File: src/rtl/gpg_pkg.sv
package gpg_pkg;
    typedef enum logic [1:0] {
        ST_LOAD  = 2'd0,
        ST_DELAY = 2'd1,
        ST_PULSE = 2'd2
    } state_t;

    typedef enum logic [1:0] {
        GM_AND    = 2'd0,
        GM_LATCH  = 2'd1,
        GM_FREEZE = 2'd2,
        GM_SPARE  = 2'd3
    } gmode_t;
endpackage

File: src/rtl/gpg_sync.sv
module gpg_sync #(
    parameter int STAGES = 2
) (
    input  logic clk,
    input  logic rst_n,
    input  logic d,
    output logic q
);
    logic [STAGES-1:0] chain_q;

    generate
        for (genvar i = 0; i < STAGES; i++) begin : g_stage
            always_ff @(posedge clk or negedge rst_n) begin
                if (!rst_n)       chain_q[i] <= 1'b0;
                else if (i == 0)  chain_q[i] <= d;
                else              chain_q[i] <= chain_q[(i > 0) ? i - 1 : 0];
            end
        end
    endgenerate

    assign q = chain_q[STAGES-1];
endmodule

File: src/rtl/gpg_phase_fsm.sv
module gpg_phase_fsm
    import gpg_pkg::*;
#(
    parameter int CNT_W = 16
) (
    input  logic             clk,
    input  logic             rst_n,
    input  logic             advance,
    input  logic [CNT_W-1:0] delay_ticks,
    input  logic [CNT_W-1:0] pulse_ticks,
    output state_t           st,
    output logic [CNT_W-1:0] cnt,
    output logic [CNT_W-1:0] dly_q,
    output logic [CNT_W-1:0] pw_q,
    output logic             phase_hi
);
    localparam logic [CNT_W-1:0] MIN_DLY = CNT_W'(2);
    localparam logic [CNT_W-1:0] MIN_PW  = CNT_W'(1);

    state_t           st_d;
    logic [CNT_W-1:0] cnt_d, dly_d, pw_d, dly_cl, pw_cl;

    always_comb begin
        dly_cl = (delay_ticks < MIN_DLY) ? MIN_DLY : delay_ticks;
        pw_cl  = (pulse_ticks < MIN_PW)  ? MIN_PW  : pulse_ticks;
    end

    // next-state process
    always_comb begin
        st_d  = st;
        cnt_d = cnt;
        dly_d = dly_q;
        pw_d  = pw_q;
        unique case (st)
            ST_LOAD: begin
                st_d  = ST_DELAY;
                cnt_d = '0;
                dly_d = dly_cl;
                pw_d  = pw_cl;
            end
            ST_DELAY: begin
                if (advance) begin
                    if (cnt == dly_q - 1'b1) begin
                        st_d  = ST_PULSE;
                        cnt_d = '0;
                    end else begin
                        cnt_d = cnt + 1'b1;
                    end
                end
            end
            ST_PULSE: begin
                if (advance) begin
                    if (cnt == pw_q - 1'b1) begin
                        st_d  = ST_DELAY;
                        cnt_d = '0;
                        dly_d = dly_cl;
                        pw_d  = pw_cl;
                    end else begin
                        cnt_d = cnt + 1'b1;
                    end
                end
            end
            default: st_d = ST_LOAD;
        endcase
    end

    // state register process
    always_ff @(posedge clk or negedge rst_n) begin
        if (!rst_n) begin
            st    <= ST_LOAD;
            cnt   <= '0;
            dly_q <= MIN_DLY;
            pw_q  <= MIN_PW;
        end else begin
            st    <= st_d;
            cnt   <= cnt_d;
            dly_q <= dly_d;
            pw_q  <= pw_d;
        end
    end

    // output process
    always_comb begin
        phase_hi = (st == ST_PULSE);
    end
endmodule

File: src/rtl/gpg_out_stage.sv
module gpg_out_stage
    import gpg_pkg::*;
(
    input  logic       clk,
    input  logic       rst_n,
    input  logic [1:0] gate_mode,
    input  logic       invert,
    input  logic       phase_hi,
    input  logic       gate_s,
    output logic       pulse_out
);
    logic phase_prev_q, hold_q, hold_now, active;

    always_comb begin
        hold_now = (phase_hi != phase_prev_q) ? (phase_hi & gate_s) : hold_q;
    end

    always_ff @(posedge clk or negedge rst_n) begin
        if (!rst_n) begin
            phase_prev_q <= 1'b0;
            hold_q       <= 1'b0;
        end else begin
            phase_prev_q <= phase_hi;
            hold_q       <= hold_now;
        end
    end

    always_comb begin
        unique case (gmode_t'(gate_mode))
            GM_LATCH:  active = hold_now;
            GM_FREEZE: active = phase_hi;
            default:   active = phase_hi & gate_s;
        endcase
        pulse_out = active ^ invert;
    end
endmodule

File: src/rtl/gated_pulse_gen.sv
module gated_pulse_gen
    import gpg_pkg::*;
#(
    parameter int CNT_W     = 16,
    parameter int SYNC_STGS = 2
) (
    input  logic             clk,
    input  logic             rst_n,
    input  logic             src_tick,
    input  logic             gate_in,
    input  logic [CNT_W-1:0] delay_ticks,
    input  logic [CNT_W-1:0] pulse_ticks,
    input  logic [1:0]       gate_mode,
    input  logic             invert,
    output logic             pulse_out
);
    logic             gate_s, advance, phase_hi;
    state_t           st;
    logic [CNT_W-1:0] cnt, dly_q, pw_q;

    gpg_sync #(.STAGES(SYNC_STGS)) u_sync (
        .clk(clk), .rst_n(rst_n), .d(gate_in), .q(gate_s)
    );

    always_comb begin
        advance = src_tick & ((gmode_t'(gate_mode) != GM_FREEZE) | gate_s);
    end

    gpg_phase_fsm #(.CNT_W(CNT_W)) u_fsm (
        .clk(clk), .rst_n(rst_n), .advance(advance),
        .delay_ticks(delay_ticks), .pulse_ticks(pulse_ticks),
        .st(st), .cnt(cnt), .dly_q(dly_q), .pw_q(pw_q), .phase_hi(phase_hi)
    );

    gpg_out_stage u_out (
        .clk(clk), .rst_n(rst_n), .gate_mode(gate_mode), .invert(invert),
        .phase_hi(phase_hi), .gate_s(gate_s), .pulse_out(pulse_out)
    );
endmodule

File: config.mk
export PLATFORM = sky130hd
export DESIGN_NAME = gated_pulse_gen
export DESIGN_NICKNAME = d
export VERILOG_FILES = /design/src/rtl/gpg_pkg.sv /design/src/rtl/gpg_sync.sv /design/src/rtl/gpg_phase_fsm.sv /design/src/rtl/gpg_out_stage.sv /design/src/rtl/gated_pulse_gen.sv
export SDC_FILE = /design/constraint.sdc
export NUM_CORES = 1
export LEC_CHECK = 0
export BUFFER_PORTS_ARGS = -buffer_cell sky130_fd_sc_hd__buf_2
export CAP_MARGIN = 20
export CORE_MARGIN = 3
export CORE_UTILIZATION = 40
export DETAILED_ROUTE_END_ITERATION = 16
export GPL_ROUTABILITY_DRIVEN = 1
export GPL_TIMING_DRIVEN = 0
export PLACE_DENSITY = 0.67
export SYNTH_ARGS = -nofsm -noshare
export SYNTH_HDL_FRONTEND = slang
export SYNTH_SLANG_ARGS = --single-unit
export TNS_END_PERCENT = 30
File: constraint.sdc
create_clock -name clk -period 3.6 [get_ports clk]
set_input_delay 0.36 -clock clk [delete_from_list [all_inputs] [get_ports clk]]
set_output_delay 0.36 -clock clk [all_outputs]
set_load 0.005 [all_outputs]
==> impl_results.md, run 1 <==
- Status: complete, no violations
- Total track usage: 18.9%
- Metal2 WL: 4350 µm
- Post-Syn Area: 3750 µm²
- CP max stage cell: dfstp_2
- Relative slew margins: 57.9%
- Num CTS Buffers: 5
- DR vias/cell: 5.90
- DRC Markers: 0
- Clock Skews: 4.62 ps
- Starting Density: 42.0%
- Die Height: 103 µm
- Most common library cells after synthesis: dfrtp_1 (52), nand2_1 (37), mux2_2 (32)
- Maximum VDD drop: 0.429 mV
- Die area: 10600 µm²
- Area of the multi-input gates: 2290 µm²
- Die X: 103 µm
- DR WL met3: 497 µm
- Unrepaired setup endpoints after global routing: false
- CTS tree: built
- DR WL/cell: 17.0 µm
- Max Clk Rate: 292 MHz
- Diodes inserted: 0
- Most used DFF post-synth: dfrtp_1
- Place WS: -494 ps
- H-Tree Depth: 2
- Root buffer cell: clkbuf_8
- Critical Path Max Stage Delay: 410 ps
- Final Hold Viols: 0
- Initial antenna violation count: 0
- Antenna Nets Post-Route: 0
- Worst-Margin Slew: 631 ps
- EDFF count, synth: 0
- Number of fill cells: 855
- Post-synthesis sequential area ratio: 36.1%
- Worst EP required: 3810 ps
- Ports: 40
- Final min period: 3420 ps
- Core Rows: 34
- DR top layer: met4
- Slew Limit Fails: 0
- Pin count of the biggest net entering global routing: 29
- Drt total wl: 9350 µm
- Vias in the first global route: 3159
- Synth area leaders: dfrtp_1 (35%), mux2_2 (9.6%), xnor2_1 (6.5%)
- Worst R2R Path Depth: 12
- YS warnings: 0
- Dpl hpwl: 7080 µm
- Maxcap violations: 0
- Clock Latency Late Sink: 310 ps
- Dominant cell type by area after synthesis: dfrtp_1
- Layout cells sized above 1: 24.6%
- Worst EP arrival: 3630 ps
- Drt pass-1 iters: 4
- Clock buffer depth: 2
- Vias: 3249
- Kind of critical path: flip-flop to flip-flop
- Worst-path cell chain: inv_1, ha_1, nor4b_4, nand2_1, a2111oi_2, a311oi_1, a2111oi_2, buf_4, nand3b_1, mux2i_4, buf_4, mux2_2
- Cell count after synthesis: 394
- Syn Nets: 442
- RR Startpoint: u_fsm.pw_q[0]
- First-pass GRT wire length: 15800 µm
- Synthesized area per cell: 9.53 µm²
- CP endpoint kind: flip-flop
- CTS sink count: 54
- Period utilization: 95.1%
- Grt ovf: 0
- Power Dens Cells: 750 nW/µm²
- Register area: 1350 µm²
- Yosys top cell area share: 34.7%
- Hold slack: 53.1 ps
- Clock-pin slew on the worst setup and hold paths: 100 ps
- Nets: 490
- Leakage: 1.70 nW
- Post-route setup slack: 177 ps
- Worst min path class: input port to asynchronous set/reset pin
- Final Total Pwr: 3.21 mW
- Count leader, synth: dfrtp_1
- Worst Setup Start Kind: flip-flop
- Flop2flop setup slack: 180 ps
- DRT iter0 DRCs: 187
- Synth Register Bits: 54
- Final setup violation count: 0
- Final Wtd Congestion: 0.837
- Fraction of registers with async set or reset after synthesis: 100%
- Area delta synth->final: 14.2%
- WL met1: 4190 µm
- Port Buf Inserts: 39
- Core area: 8930 µm²
- Critical Path Fanout Max: 10
- Cell variety after synth: 65
- Reg2reg end: u_fsm.pw_q[8]
## final cells by class
| class | instances | share of cell area, % |
|---|---|---|
| Inverter | 15 | 1.31 |
| Timing Repair Buffer | 41 | 5.20 |
| Multi-Input combinational cell | 300 | 53.4 |
| Buffer | 25 | 2.74 |
| Clock buffer | 5 | 1.61 |
| Tap cell | 108 | 3.15 |
| Sequential cell | 54 | 31.6 |
| Clock inverter | 3 | 1.02 |
## how the worst max path moves through the flow
stage	start	end	slack [ps]	depth (start not counted)
3_3_place_gp	u_fsm.pw_q[0]	u_fsm.pw_q[2]	-300	11
4_1_cts	u_fsm.pw_q[2]	u_fsm.pw_q[2]	20	10
5_1_grt	u_fsm.pw_q[1]	u_fsm.pw_q[10]	9	12
3_5_place_dp	u_fsm.pw_q[0]	u_fsm.pw_q[5]	-490	11
6_report	u_fsm.pw_q[0]	u_fsm.pw_q[8]	180	12
2_1_floorplan	u_fsm.dly_q[0]	u_fsm.st[1]	460	10
## per-stage QoR
stage | instances | instance area (µm²) | utilization [%] | setup TNS (ps)
after floorplan | 394 | 3750 | - | 0
after global placement | 541 | 4080 | 45.7 | -9660
after detailed placement | 542 | 4100 | 45.9 | -17940
after CTS | 550 | 4230 | 47.4 | 0
after global routing | 551 | 4290 | 48.0 | 0
final | 551 | 4290 | 48.0 | 0
## registers in the layout (all words and copies together), names as in the netlist
signal / flops
u_fsm.dly_q: 16
u_fsm.st: 2
u_out.hold_q: 1
u_fsm.cnt: 16
u_sync.chain_q: 1
u_sync.q: 1
u_out.phase_prev_q: 1
u_fsm.pw_q: 16
## critical path, delay by kind of cell, from the launching register on
family	cells	cell delay [ps]
adders and majority gates	1	250
DFF	1	410
buffers and inverters	3	560
AOI/OAI and AO/OA	3	830
and+or+nand+nor	3	610
muxes	2	650
## kinds of logic (layout without fill, tap and decap cells)
kind of cell	Yosys count	in the layout	share of synthesized area, %
compound gates	67	67	13.3
xor+xnor	41	41	9.57
fa+ha+maj	9	9	3.00
buf+inv	40	89	4.53
flops	54	54	36.1
mux	40	40	12.1
simple gates	143	143	21.4
## layout by cell type, fill, tap and decap left out, types with 7 or more instances in the layout
master and n:
inv_1 15, mux2_2 32, xor2_1 13, nor3_1 12, a31oi_1 7, ha_1 9, clkbuf_1 19, xnor2_1 28
nand2_1 37, o21ai_0 14, or3_1 8, dfrtp_1 52, nor4_1 13, nor2_1 20, o2111ai_1 7, buf_2 40
## timing repair
item,in CTS,in global routing
buffers inserted,0,1
endpoints found under the hold margin,0,0
resized for setup,3,9
endpoints found under the setup margin,49,38
pin swaps,0,1
hold buffers,0,0
## layer usage
metal / track usage, % / vias to the layer above
met5: 0 / -
met4: 7.37 / 0
met3: 2.64 / 23
met2: 30.1 / 106
met1: 26.1 / 1575
li1: - / 1545
## where the power goes
group | switching (mW) | internal, mW | total, mW
combinational | 0.858 | 0.784 | 1.64
sequential | 0.320 | 0.833 | 1.15
clock | 0.210 | 0.209 | 0.419
total | 1.39 | 1.83 | 3.21
Power figures use the tool's default switching activity.
==> inputs of run 2 (changes only) <==
--- a/config.mk
+++ b/config.mk
@@ -9,11 +9,13 @@
 export CAP_MARGIN = 20
 export CORE_MARGIN = 3
 export CORE_UTILIZATION = 40
+export CTS_BUF_LIST = sky130_fd_sc_hd__clkbuf_4
 export DETAILED_ROUTE_END_ITERATION = 16
 export GPL_ROUTABILITY_DRIVEN = 1
 export GPL_TIMING_DRIVEN = 0
 export PLACE_DENSITY = 0.67
 export SYNTH_ARGS = -nofsm -noshare
 export SYNTH_HDL_FRONTEND = slang
+export SYNTH_HIERARCHICAL = 1
 export SYNTH_SLANG_ARGS = --single-unit
 export TNS_END_PERCENT = 30
==> run 2 against run 1 <==
Effect of this change: die area rose by 7.4%; core utilization shrank 1.9 points; maximum frequency down 0.52%; via count rose by 6.2%; flip-flop and latch count unchanged; worst hold slack better by 28 ps.
==> impl_results.md, run 2 <==
- Status: complete, no violations
- Port Buf Inserts: 39
- First-pass GRT wire length: 16400 µm
- Ports: 40
- Nets: 514
- Worst R2R Path Depth: 11
- Syn Nets: 467
- Area delta synth->final: 11.7%
- Cell count after synthesis: 419
- Drt total wl: 9880 µm
- Worst-path cell chain: inv_1, ha_1, or4b_2, nor4_4, mux2i_1, o22a_1, a2bb2oi_2, and2_4, a31oi_4, buf_6, mux2_4
- Core Rows: 36
- Worst EP arrival: 3730 ps
- Period utilization: 95.6%
- CP max stage cell: or4b_2
- Maxcap violations: 0
- Dominant cell type by area after synthesis: dfrtp_1
- Commonest non-fill, non-tap cell in the layout: dfrtp_1
- RR Startpoint: u_fsm/pw_q[1]
- Core Util, Final: 46.1%
- Worst Setup Start Kind: flip-flop
- Root buffer cell: clkbuf_4
- Reg2reg end: u_fsm/dly_q[8]
- Starting Density: 41.2%
- Total track usage: 17.7%
- Die area: 11400 µm²
- Power Dens Cells: 373 nW/µm²
- Most common library cells after synthesis: dfrtp_1 (52), nand2_1 (37), mux2_4 (28)
- Relative slew margins: 58.1%
- Final Wtd Congestion: 0.816
- CP endpoint kind: flip-flop
- Pin count of the biggest net entering global routing: 29
- Initial antenna violation count: 1
- Post-Syn Area: 4050 µm²
- YS warnings: 6
- Post-synthesis sequential area ratio: 33.4%
- DR WL/cell: 16.4 µm
- DRC Markers: 0
- Worst-Margin Slew: 629 ps
- Post-CTS Setup Bufs: 0
- DRT iter0 DRCs: 219
- Clock buffer depth: 2
- Die X: 107 µm
- Kind of critical path: flip-flop to flip-flop
- Top Registers: u_fsm/cnt (16), u_fsm/dly_q (16), u_fsm/pw_q (16)
- Post-route insts no fill: 601
- Final setup violation count: 0
- Grt ovf: 0
- Cell variety after synth: 70
- Num CTS Buffers: 5
- Worst EP required: 3890 ps
- Core area: 9820 µm²
- Drt pass-1 iters: 7
- Maximum VDD drop: 0.129 mV
- Die Height: 107 µm
- Synth Register Bits: 54
- Slew Limit Fails: 0
- Antenna Nets Post-Route: 0
- Leakage: 2.04 nW
- Clock Skews: 10.7 ps
- Dpl hpwl: 7520 µm
- Clock Latency Late Sink: 380 ps
- Vias: 3449
- Vias in the first global route: 3343
- Yosys top cell area share: 32.1%
- CP bufs+invs: 2
- Final Hold Viols: 0
- Unrepaired setup endpoints after global routing: false
- Final Total Pwr: 1.69 mW
- Crit-path leading delay family: simple AND/OR/NAND/NOR gates
- CP endpoint: u_fsm/dly_q[8]
- Clock-pin slew on the worst setup and hold paths: 160 ps
- Layout cells sized above 1: 25.1%
- Flop2flop setup slack: 160 ps
- Synthesized area per cell: 9.67 µm²
- H-Tree Depth: 2
- Max Clk Rate: 291 MHz
- Synth area leaders: dfrtp_1 (32%), mux2_4 (10%), xnor2_1 (4.1%)
- Hold slack: 80.8 ps
- Setup TNS: 0 ps
- Fraction of registers with async set or reset after synthesis: 100%
- DR vias/cell: 5.74
- CTS sink count: 54
- Count leader, synth: dfrtp_1
- Setup crit start: u_fsm/pw_q[1]
- EDFF count, synth: 0
- Worst min path class: input port to flip-flop
- Placed cell count: 592
- Most used DFF post-synth: dfrtp_1
- Final min period: 3440 ps
- Crit path depth: 11
- Commonest non-fill, non-tap cells in the layout: dfrtp_1 (51), buf_2 (42), nand2_1 (37), mux2_4 (28), nor2_1 (22)
- CTS tree: built
- Critical Path Max Stage Delay: 650 ps
- Critical Path Fanout Max: 10
## run 2: kinds of logic (layout without fill, tap and decap cells)
kind of cell	Yosys count	count (layout)	synth area share (%)
other	0	1	0
buffers and inverters	43	91	4.85
DFF	54	54	33.4
xor gates and xnor gates	34	34	7.35
muxes	38	38	13.0
AOI/OAI and AO/OA	78	78	15.3
adders and majority gates	9	9	2.78
and+or+nand+nor	163	163	23.3
## run 2: report_power, final
group | internal, mW | switching (mW)
logic | 0.285 | 0.413
registers | 0.669 | 0.0513
clock network | 0.0816 | 0.190
total | 1.04 | 0.654
## run 2: per-layer routing
| layer | track usage, % | share of wire [%] | vias up |
|---|---|---|---|
| met3 | 2.05 | 4.4 | 18 |
| met2 | 29.6 | 47 | 102 |
| met5 | 0 | 0 | - |
| met4 | 5.48 | 2.1 | 0 |
| met1 | 24.0 | 47 | 1674 |
| li1 | - | - | 1655 |
## run 2: what timing repair did
item	4_1_cts	5_1_grt
hold buffers	1	0
setup endpoints to repair	0	44
hold endpoints to repair	24	0
gates resized for setup	0	7
## run 2: worst min-delay path by stage
stage	start	to	slack, ps	cells past startpoint
after floorplan	rst_n	u_fsm/cnt[0]	60	0
after global placement	u_sync/chain_q[0]	u_sync/q	330	0
after detailed placement	u_sync/chain_q[0]	u_sync/q	340	0
after CTS	gate_in	u_sync/chain_q[0]	60	1
after global routing	gate_in	u_sync/chain_q[0]	60	1
final	gate_in	u_sync/chain_q[0]	80	1
## run 2: final cells by class
cell class / count / area, µm²
tap: 133 / 166
clock buffer: 6 / 45.0
inverter: 15 / 56.3
timing repair buffer: 41 / 225
buffer: 27 / 139
sequential: 54 / 1360
multi-input combinational: 322 / 2530
fill: 989 / 5290
clock inverter: 2 / 8.76
antenna: 1 / 2.50
## run 2: per-stage QoR
step	setup WS (ps)	instance area, µm²
finish	159	4530
global route	2.70	4530
CTS	107	4500
detailed placement	141	4430
global placement	199	4410
floorplan	594	4050
==> inputs of run 3 (changes only) <==
--- a/config.mk
+++ b/config.mk
@@ -5,15 +5,15 @@
 export SDC_FILE = /design/constraint.sdc
 export NUM_CORES = 1
 export LEC_CHECK = 0
-export BUFFER_PORTS_ARGS = -buffer_cell sky130_fd_sc_hd__buf_2
 export CAP_MARGIN = 20
 export CORE_MARGIN = 3
-export CORE_UTILIZATION = 40
+export CORE_UTILIZATION = 35
 export CTS_BUF_LIST = sky130_fd_sc_hd__clkbuf_4
 export DETAILED_ROUTE_END_ITERATION = 16
+export DONT_BUFFER_PORTS = 1
 export GPL_ROUTABILITY_DRIVEN = 1
 export GPL_TIMING_DRIVEN = 0
-export PLACE_DENSITY = 0.67
+export PLACE_DENSITY = 0.58
 export SYNTH_ARGS = -nofsm -noshare
 export SYNTH_HDL_FRONTEND = slang
 export SYNTH_HIERARCHICAL = 1
==> run 3 against run 2 <==
Effect of this change: sequential power barely moved; power fell by 0.47%; global-route usage fell by 1.5 points; clock power rose by 2%; clock-buffer cell count did not move; core utilization fell by 6.8 points; worst hold slack improved by 16 ps; sequential share of layout area rose by 1.2 points; critical endpoint is now u_fsm/pw_q[4]; clock skew rose by 3.0 ps; maximum frequency rose by 1.4%.
==> impl_results.md, run 3 (synthesis gave the netlist of run 2 again) <==
- Max Clk Rate: 295 MHz
- Worst Setup Start Kind: flip-flop
- Die Height: 114 µm
- DRC Markers: 0
- DR top layer: met4
- Drt pass-1 iters: 4
- Ports: 40
- Place WS: 164 ps
- Core area: 11100 µm²
- Worst R2R Path Depth: 11
- RR Startpoint: u_fsm/pw_q[0]
- Top Registers: u_fsm/cnt (16), u_fsm/dly_q (16), u_fsm/pw_q (16)
- Commonest non-fill, non-tap cell in the layout: dfrtp_1
- Vias: 3252
- Design area: 4350 µm²
- Kind of critical path: flip-flop to flip-flop
- Worst-Margin Slew: 592 ps
- Placed cell count: 559
- Register area: 1360 µm²
- CTS tree: built
- Setup TNS: 0 ps
- Die area: 12900 µm²
- Critical Path Fanout Max: 10
- Reg2reg end: u_fsm/pw_q[4]
- CP endpoint kind: flip-flop
- Pin count of the biggest net entering global routing: 55
- Metal2 WL: 4900 µm
- Final Wtd Congestion: 0.830
- Drt total wl: 10000 µm
- Power Dens Cells: 387 nW/µm²
- Clock buffer depth: 2
- Final setup violation count: 0
- First-pass GRT wire length: 16900 µm
- Flop2flop setup slack: 210 ps
- Layout cells sized above 1: 17.9%
- DR WL/cell: 17.6 µm
- Core Rows: 38
- DRT iter0 DRCs: 163
- Status: complete, no violations
- Initial antenna violation count: 1
- DR WL met3: 309 µm
- Worst EP arrival: 3670 ps
- Root buffer cell: clkbuf_4
- H-Tree Depth: 2
- DR vias/cell: 5.70
- Relative slew margins: 60.4%
- Dpl hpwl: 7480 µm
- Worst min path class: input port to flip-flop
- Total track usage: 16.2%
- Maxcap violations: 0
- Antenna Nets Post-Route: 0
- Leakage: 1.89 nW
- Vias in the first global route: 3315
- Port Buf Inserts: 0
- Post-DP Area: 4230 µm²
- Commonest non-fill, non-tap cells in the layout: dfrtp_1 (51), nand2_1 (37), mux2_4 (28), nor2_1 (22), clkbuf_1 (20)
- Starting Density: 36.6%
- Hold path start: delay_ticks[0]
- Area delta synth->final: 7.41%
- Worst hold endpoint: u_fsm/dly_q[0]
- Final Hold Viols: 0
- Final Total Pwr: 1.68 mW
- Grt ovf: 0
- Clock-pin slew on the worst setup and hold paths: 150 ps
- Period utilization: 94.2%
- WL met1: 4610 µm
- CTS sink count: 54
- Slew Limit Fails: 0
- Unrepaired setup endpoints after global routing: false
- Post-route setup slack: 208 ps
- Clock Skews: 13.7 ps
- Post-route insts no fill: 571
- Post-CTS Setup Bufs: 0
- Area of the multi-input gates: 2520 µm²
- Num CTS Buffers: 5
- Number of fill cells: 1116
- Hold depth: 2
- Final min period: 3390 ps
- Nets: 477
- Maximum VDD drop: 0.156 mV
- Die X: 114 µm
- Worst EP required: 3880 ps
- Clock Latency Late Sink: 390 ps
## run 3: area by class of cell
class	count	share of cell area [%]
clock buffers	6	1.04
repair buffers	3	1.09
clock inverters	2	0.201
diodes	1	0.0575
plain buffers	28	3.22
well taps	140	4.03
flip-flops and latches	54	31.1
multi-input cells	322	57.9
inverters	15	1.29
## run 3: how the worst max path moves through the flow
stage	startpoint	slack (ps)	cells after the start	to
2_1_floorplan	u_fsm/pw_q[1]	590	11	u_fsm/dly_q[2]
3_3_place_gp	u_fsm/pw_q[0]	210	11	u_fsm/dly_q[12]
3_5_place_dp	u_fsm/pw_q[1]	160	11	u_fsm/dly_q[12]
4_1_cts	u_fsm/pw_q[0]	140	11	u_fsm/dly_q[12]
5_1_grt	u_fsm/dly_q[0]	7	13	u_fsm/cnt[3]
6_report	u_fsm/pw_q[0]	210	11	u_fsm/pw_q[4]
## run 3: repair_timing
action | in CTS | in global routing
hold endpoints to repair | 55 | 0
hold buffers | 3 | 0
resized for setup | 0 | 4
setup endpoints to repair | 0 | 38
## run 3: where the power goes
group	total (mW)	switching, mW	internal (mW)
sequential	0.722	0.0532	0.669
clock	0.278	0.196	0.0815
combinational	0.682	0.410	0.272
total	1.68	0.659	1.02
## run 3: through the flow
step / utilization [%] / hold slack [ps]
2_1_floorplan: - / 64.4
3_3_place_gp: 38.1 / 69.0
3_5_place_dp: 38.1 / 70.2
4_1_cts: 39.1 / 80.8
5_1_grt: 39.3 / 72.1
6_report: 39.3 / 96.9
## run 3: worst max-delay path, cell delays in order, from the launching register on
cell and delay, ps:
dfstp_2 610, inv_1 70, ha_1 280, and2_1 200, o21ai_0 160, a31oi_1 110, or4_1 610, nor4_4 290
and2_4 240, a31oi_4 170, buf_6 230, mux2_4 300
## run 3: metal layers
metal | up-vias | global-route usage, %
met5 | - | 0
met4 | 0 | 5.29
met3 | 13 | 2.39
met2 | 57 | 26.9
met1 | 1591 | 21.8
li1 | 1591 | -
